## config.mk

```make
export PLATFORM = sky130hd
export DESIGN_NAME = wmic_top
export DESIGN_NICKNAME = d
export VERILOG_FILES = /design/src/rtl/wmic_pkg.sv /design/src/rtl/wmic_cause_gen.sv /design/src/rtl/wmic_arm_flag.sv /design/src/rtl/wmic_post_timer.sv /design/src/rtl/wmic_top.sv
export SDC_FILE = /design/constraint.sdc
export NUM_CORES = 1
export LEC_CHECK = 0
export BUFFER_PORTS_ARGS = -buffer_cell sky130_fd_sc_hd__buf_2
export CORE_MARGIN = 2
export CORE_UTILIZATION = 32
export CTS_CLUSTER_DIAMETER = 200
export DETAILED_ROUTE_END_ITERATION = 6
export SKIP_LAST_GASP = 1
export SYNTH_ARGS = -nofsm -noshare
export SYNTH_HDL_FRONTEND = slang
export SYNTH_HIERARCHICAL = 1
export SYNTH_SLANG_ARGS = --single-unit
```

## constraint.sdc

```tcl
create_clock -name clk -period 2.6 [get_ports clk]
set_input_delay 0.13 -clock clk [delete_from_list [all_inputs] [get_ports clk]]
set_output_delay 0.13 -clock clk [all_outputs]
set_load 0.1 [all_outputs]
```

## src/rtl/wmic_pkg.sv

```systemverilog
package wmic_pkg;
  localparam int NCAUSE = 7;
  localparam int C_RX_PKT  = 0;
  localparam int C_RX_HIGH = 1;
  localparam int C_RX_DMA  = 2;
  localparam int C_TX_PKT  = 3;
  localparam int C_TX_LOW  = 4;
  localparam int C_TX_FULL = 5;
  localparam int C_TX_DMA  = 6;
  typedef logic [NCAUSE-1:0] cause_t;
  localparam cause_t MASK_AT_RESET = cause_t'((1 << C_RX_HIGH) | (1 << C_RX_DMA) | (1 << C_TX_LOW));
  localparam cause_t URGENT_DEFAULT = cause_t'((1 << C_RX_DMA) | (1 << C_TX_DMA));
  // index of each hysteresis arm flag
  localparam int ARM_RX = 0;
  localparam int ARM_TX = 1;
  localparam int NARM = 2;
endpackage

```

## src/rtl/wmic_cause_gen.sv

```systemverilog
module wmic_cause_gen
  import wmic_pkg::*;
#(
  parameter int LVL_W = 8
) (
  input  logic             rx_arrive,
  input  logic [LVL_W-1:0] rx_level,
  input  logic [LVL_W-1:0] rx_mark,
  input  logic             rx_dma_done,
  input  logic             tx_sent,
  input  logic [LVL_W-1:0] tx_level,
  input  logic [LVL_W-1:0] tx_mark,
  input  logic             tx_push,
  input  logic [LVL_W-1:0] tx_free,
  input  logic [LVL_W-1:0] tx_max_copy,
  input  logic             tx_dma_done,
  output cause_t           post,
  output logic             tx_nearly_full
);
  always_comb begin
    tx_nearly_full    = tx_push && (tx_free < tx_max_copy);
    post              = '0;
    post[C_RX_PKT]    = rx_arrive;
    post[C_RX_HIGH]   = rx_arrive && (rx_level >= rx_mark);
    post[C_RX_DMA]    = rx_dma_done;
    post[C_TX_PKT]    = tx_sent;
    post[C_TX_LOW]    = tx_sent && (tx_level < tx_mark);
    post[C_TX_FULL]   = tx_nearly_full;
    post[C_TX_DMA]    = tx_dma_done;
  end
endmodule

```

## src/rtl/wmic_arm_flag.sv

```systemverilog
module wmic_arm_flag (
  input  logic clk,
  input  logic rst_n,
  input  logic arm,
  input  logic spend,
  output logic armed
);
  always_ff @(posedge clk) begin
    if (!rst_n)     armed <= 1'b0;
    else if (arm)   armed <= 1'b1;
    else if (spend) armed <= 1'b0;
  end
endmodule

```

## src/rtl/wmic_post_timer.sv

```systemverilog
module wmic_post_timer #(
  parameter int DLY_W = 8
) (
  input  logic             clk,
  input  logic             rst_n,
  input  logic             kill,
  input  logic             urgent,
  input  logic             lazy,
  input  logic [DLY_W-1:0] dly,
  output logic             fire
);
  logic             waiting;
  logic [DLY_W-1:0] left;

  always_comb begin
    fire = 1'b0;
    if (!kill) begin
      if (waiting && left == '0) fire = 1'b1;
      if (!waiting && lazy && dly == '0) fire = 1'b1;
    end
  end

  always_ff @(posedge clk) begin
    if (!rst_n) begin
      waiting <= 1'b0;
      left    <= '0;
    end else if (kill || urgent) begin
      waiting <= 1'b0;
    end else if (waiting) begin
      if (left == '0) waiting <= 1'b0;
      else            left    <= left - 1'b1;
    end else if (lazy && dly != '0) begin
      waiting <= 1'b1;
      left    <= dly - 1'b1;
    end
  end
endmodule

```

## src/rtl/wmic_top.sv

```systemverilog
module wmic_top
  import wmic_pkg::*;
#(
  parameter int     LVL_W  = 8,
  parameter int     DLY_W  = 8,
  parameter cause_t URGENT = URGENT_DEFAULT
) (
  input  logic              clk,
  input  logic              rst_n,
  input  logic              intr_en,
  input  logic [DLY_W-1:0]  delay_cycles,
  input  logic              rx_arrive,
  input  logic [LVL_W-1:0]  rx_level,
  input  logic [LVL_W-1:0]  rx_mark,
  input  logic              rx_drained,
  input  logic              rx_dma_done,
  input  logic              tx_sent,
  input  logic [LVL_W-1:0]  tx_level,
  input  logic [LVL_W-1:0]  tx_mark,
  input  logic              tx_push,
  input  logic [LVL_W-1:0]  tx_free,
  input  logic [LVL_W-1:0]  tx_max_copy,
  input  logic              tx_dma_done,
  input  logic              stat_rd,
  input  logic              stat_wr,
  input  logic [NCAUSE-1:0] stat_wdata,
  output logic [NCAUSE-1:0] stat_rdata,
  input  logic              mask_wr,
  input  logic [NCAUSE-1:0] mask_wdata,
  output logic [NCAUSE-1:0] mask_rdata,
  output logic              irq
);
  cause_t    post, stat_q, mask_q, stat_d, mask_d, clr, live, gated;
  logic      tx_nearly_full, evaluate, req, urgent, lazy, kill, fire, line_q;
  logic [NARM-1:0] arm_set, arm_q;

  wmic_cause_gen #(.LVL_W(LVL_W)) u_causes (
    .rx_arrive(rx_arrive), .rx_level(rx_level), .rx_mark(rx_mark),
    .rx_dma_done(rx_dma_done), .tx_sent(tx_sent), .tx_level(tx_level),
    .tx_mark(tx_mark), .tx_push(tx_push), .tx_free(tx_free),
    .tx_max_copy(tx_max_copy), .tx_dma_done(tx_dma_done),
    .post(post), .tx_nearly_full(tx_nearly_full)
  );

  assign arm_set[ARM_RX] = rx_drained;
  assign arm_set[ARM_TX] = tx_nearly_full;

  for (genvar g = 0; g < NARM; g++) begin : g_arm
    wmic_arm_flag u_flag (
      .clk(clk), .rst_n(rst_n), .arm(arm_set[g]), .spend(evaluate), .armed(arm_q[g])
    );
  end

  always_comb begin
    if (stat_rd)      clr = '1;
    else if (stat_wr) clr = stat_wdata;
    else              clr = '0;
    stat_d   = (stat_q & ~clr) | post;
    mask_d   = mask_wr ? mask_wdata : mask_q;
    live     = stat_d & mask_d;
    evaluate = |post;
    gated    = live;
    // hysteresis: watermark causes pass only with an armed flag
    gated[C_RX_HIGH] = live[C_RX_HIGH] & arm_q[ARM_RX];
    gated[C_TX_LOW]  = live[C_TX_LOW]  & arm_q[ARM_TX];
    req    = evaluate && (|gated);
    urgent = req && (|(gated & URGENT));
    lazy   = req && !urgent;
    kill   = (live == '0);
  end

  wmic_post_timer #(.DLY_W(DLY_W)) u_timer (
    .clk(clk), .rst_n(rst_n), .kill(kill), .urgent(urgent), .lazy(lazy),
    .dly(delay_cycles), .fire(fire)
  );

  always_ff @(posedge clk) begin
    if (!rst_n) begin
      stat_q <= '0;
      mask_q <= MASK_AT_RESET;
      line_q <= 1'b0;
    end else begin
      stat_q <= stat_d;
      mask_q <= mask_d;
      line_q <= kill ? 1'b0 : (line_q | urgent | fire);
    end
  end

  assign stat_rdata = stat_q;
  assign mask_rdata = mask_q;
  assign irq        = line_q & intr_en;
endmodule

```

==> impl_metrics.sql <==
INSERT INTO impl_metrics (metric_group, metric, value, unit) VALUES
('cts', 'insertion_delay', '0.27', 'ns'),
('synth', 'ys_seq_area_frac', '0.252', ''),
('run_status', 'status', 'finished with violations', ''),
('setup_path', 'worstSetupPathType', 'input port to flop', ''),
('sta', 'clock.fmax', '382', 'MHz'),
('setup_path', 'crit_required', '2.74', 'ns'),
('drt', 'wire_per_inst', '12.3', 'um'),
('sta', 'period_share', '1.01', ''),
('drt', 'postRouteWirelength', '5300', 'um'),
('sta', 'timing_hold_violations_final', '0', ''),
('floorplanning', 'dieWidth', '84.3', 'um'),
('setup_path', 'cpMaxStageDelayCell', 'sky130_fd_sc_hd__or3b_4', ''),
('synth', 'synth_warnings', '6', ''),
('setup_path', 'worst_path_dominant_cell_family', 'simple AND/OR/NAND/NOR gates', ''),
('layout', 'insertedDiodeCount', '0', ''),
('floorplanning', 'row_count', '29', ''),
('placed_design', 'gpl.final_weighted_congestion', '0.827', ''),
('placed_design', 'place.port_buffers', '96', ''),
('drt', 'post-route-drc-count', '0', ''),
('power', 'switching_share', '0.364', ''),
('cts', 'cts.sink_count', '26', ''),
('synth', 'synth_area', '0.00207', 'mm2'),
('layout', 'layout-drive-gt1-share', '0.476', ''),
('setup_path', 'cp-start-kind', 'input port', ''),
('cts', 'cts_tree', 'yes', ''),
('power', 'p_leak', '1.44', 'nW'),
('run', 'max_cap_viol_count', '0', ''),
('grt', 'antenna_found_initial', '0', ''),
('synth', 'synth.lib_cells_used.distinct', '57', ''),
('sta', 'timing.final.crit_period', '2.62', 'ns'),
('synth', 'syn_nets', '345', ''),
('setup_path', 'signal_arrival_time_at_the_worst_endpoint', '2.76', 'ns'),
('run_status', 'violated_checks', 'negative setup slack', ''),
('drt', 'maxUsedRoutingLayer', 'met4', ''),
('layout', 'fin_nets', '459', ''),
('synth', 'async_reset_ff_frac', '0', ''),
('power', 'vdd_ir_drop_max', '200', 'uV'),
('drt', 'wire_length_on_met3', '304', 'um'),
('sta', 'layout_setup_ws', '-0.0167', 'ns'),
('drt', 'drt-met1-wl', '2410', 'um'),
('cts', 'cts.htree.levels', '1', ''),
('setup_path', 'timing.critical_path.to_type', 'flop', ''),
('cts', 'tritoncts.num_buffers', '3', ''),
('power', 'power_switching', '0.000453', 'W'),
('power', 'cellPowerDensity', '417', 'mW/mm2'),
('worst_hold_path', 'min-delay-path-class', 'input port to flop', ''),
('drt', 'wl_met2', '2530', 'um'),
('drt', 'detail_route.iter0.violations', '86', ''),
('floorplanning', 'num_io_pins', '97', ''),
('floorplanning', 'die_area', '0.00711', 'mm2'),
('synth', 'mapped_cells', '240', ''),
('setup_path', 'worst-path-max-fanout', '8', ''),
('sta', 'setup-violations-final', '4', ''),
('grt', 'grt_usage', '0.147', ''),
('grt', 'grt_overflow_total', '0', ''),
('placed_design', 'detailedPlacementHpwl', '4200', 'um'),
('synth', 'synth_enable_flop_cells', '0', ''),
('power', 'p_int', '0.000793', 'W'),
('drt', 'drt_pass1_iterations', '4', ''),
('synth', 'synthDominantAreaCellType', 'sky130_fd_sc_hd__dfxtp_1', ''),
('sta', 'worst_slew_pin_slew', '0.495', 'ns'),
('sta', 'slew_headroom', '0.672', ''),
('placed_design', 'dpl_worst_slack', '-0.509', 'ns'),
('grt', 'grt_pass1_vias', '2048', ''),
('power', 'pwr-share-clk', '0.210', ''),
('setup_path', 'worstPathCellList', 'buf_6, inv_4, ha_4, or3b_4, o2111ai_2, a21oi_2, nor4b_2, a31oi_1, nor2_1, buf_4, nor3_2, and2_4, nor4b_4, a32o_2, mux2i_1, a41oi_1', ''),
('floorplanning', 'design.core.area', '0.00631', 'mm2'),
('sta', 'drv_slew', '0', ''),
('layout', 'fillers', '633', ''),
('cts', 'clk_root_buffer_cell', 'sky130_fd_sc_hd__clkbuf_8', ''),
('sta', 'unrepaired_setup_endpoints_after_global_routing', 'true', '');
==> cell usage after synthesis (2+ instances only) <==
library cell / n
sky130_fd_sc_hd__o2111ai_1: 4
sky130_fd_sc_hd__nand2_1: 21
sky130_fd_sc_hd__a32o_1: 2
sky130_fd_sc_hd__a21oi_2: 2
sky130_fd_sc_hd__inv_1: 27
sky130_fd_sc_hd__nor3b_1: 2
sky130_fd_sc_hd__ha_1: 23
sky130_fd_sc_hd__mux2i_1: 11
sky130_fd_sc_hd__o21a_1: 4
sky130_fd_sc_hd__nor4b_2: 2
sky130_fd_sc_hd__o21ai_0: 3
sky130_fd_sc_hd__nor3_1: 5
sky130_fd_sc_hd__buf_6: 2
sky130_fd_sc_hd__a21oi_1: 5
sky130_fd_sc_hd__nor3_2: 3
sky130_fd_sc_hd__nor2_1: 10
sky130_fd_sc_hd__a31oi_1: 8
sky130_fd_sc_hd__and2_1: 2
sky130_fd_sc_hd__nor2b_4: 2
sky130_fd_sc_hd__nor2b_1: 13
sky130_fd_sc_hd__a21boi_1: 5
sky130_fd_sc_hd__nand3_1: 4
sky130_fd_sc_hd__a211oi_1: 4
sky130_fd_sc_hd__dfxtp_1: 26
sky130_fd_sc_hd__o21ai_1: 4
sky130_fd_sc_hd__a2111oi_0: 2
sky130_fd_sc_hd__buf_4: 6
sky130_fd_sc_hd__xor2_1: 2
sky130_fd_sc_hd__clkbuf_1: 2
sky130_fd_sc_hd__o211ai_1: 2
sky130_fd_sc_hd__nor4_1: 4
sky130_fd_sc_hd__or3b_1: 3
==> layout by cell type (no fill, tap or decap), drive strengths merged, types with 2 or more instances in the layout <==
cell type | Yosys | layout
buf | 10 | 121
xor2 | 2 | 2
a21boi | 5 | 5
mux2 | 2 | 2
nor4b | 3 | 3
nor4 | 4 | 4
a2111oi | 2 | 2
nor2 | 10 | 10
clkbuf | 2 | 4
o211ai | 2 | 2
o21ai | 7 | 7
ha | 23 | 23
o21a | 4 | 4
mux2i | 11 | 11
dfxtp | 26 | 26
nor2b | 15 | 15
o31a | 2 | 2
o2111ai | 4 | 4
and2b | 2 | 2
inv | 27 | 27
a32o | 2 | 2
nand2 | 21 | 21
nor3 | 8 | 8
o22ai | 2 | 2
a31oi | 8 | 8
nor3b | 3 | 3
a21oi | 7 | 7
nand3 | 4 | 4
and2 | 4 | 4
a211oi | 4 | 4
or3b | 3 | 3
==> worst reg2reg max path, delay by kind of cell (launching register included) <==
kind	cells	cell delay, ns
flip-flops	1	0.32
AO/OA/AOI/OAI	4	1.09
AND/OR/NAND/NOR	4	0.59
==> final timing paths <==
check           startpoint                     to  slack (ns)  depth (start not counted)
max             tx_mark[1]        u_timer/left[6]       -0.02                         16
min             rx_drained  g_arm[0].u_flag/armed        0.07                          2
max reg2reg  stat_rdata[6]        u_timer/left[2]        0.50                          8
min reg2reg  mask_rdata[1]          mask_rdata[1]        0.51                          2
==> flip-flops by register name (all words and copies together) (netlist names) <==
name and count:
mask_rdata 7, g_arm.u_flag/armed 2, u_timer/waiting 1, u_timer/left 8, stat_rdata 7, line_q 1
==> final cells by class <==
cell class	count	area [um2]	share of cell area
Sequential cell	26	520	0.174
Timing Repair Buffer	121	699	0.234
Tap cell	77	96.3	0.0323
Multi-Input combinational cell	175	1500	0.504
Clock buffer	4	55.1	0.0184
Inverter	27	111	0.0373
==> power groups by stage <==
stage                     logic (W)  registers, W  clock network [W]
after CTS                  0.000517      0.000450           0.000272
after global routing       0.000583      0.000456           0.000288
after floorplan            0.000243      0.000554                  0
final                      0.000535      0.000450           0.000262
after global placement     0.000479      0.000459                  0
after detailed placement   0.000482      0.000459                  0
==> kinds of logic after synthesis <==
family                     after synthesis  synth area share
adders and majority gates               23             0.139
DFF                                     26             0.252
xor gates and xnor gates                 2           0.00848
and+or+nand+nor                         81             0.248
AOI/OAI and AO/OA                       56             0.199
muxes                                   13            0.0642
buffers and inverters                   39            0.0896
==> stage by stage <==
| step | instance area, um2 | setup TNS, ns | power [W] | hold WS, ns | utilization |
|---|---|---|---|---|---|
| floorplan | 2130 | -0.401 | 0.000797 | 0.247 | - |
| global placement | 2740 | -3.65 | 0.000937 | 0.342 | 0.434 |
| detailed placement | 2740 | -4.13 | 0.000942 | 0.342 | 0.434 |
| CTS | 2930 | -0.0142 | 0.00124 | 0.0634 | 0.463 |
| global route | 2990 | -1.61 | 0.00133 | 0.0837 | 0.473 |
| finish | 2990 | -0.0269 | 0.00125 | 0.0694 | 0.473 |
==> what timing repair did <==
item,in CTS,in global routing
pin swaps,15,10
endpoints found under the hold margin,0,0
gates cloned,0,0
setup endpoints to repair,9,10
resized for setup,19,8
setup buffers,6,4
==> per-layer routing <==
| layer | vias to the layer above | GRT usage |
|---|---|---|
| met1 | 951 | 0.187 |
| met4 | 0 | 0.0433 |
| met2 | 59 | 0.263 |
| li1 | 1085 | - |
| met3 | 4 | 0.0157 |
| met5 | - | 0 |
(Power assumes the default switching activity.)
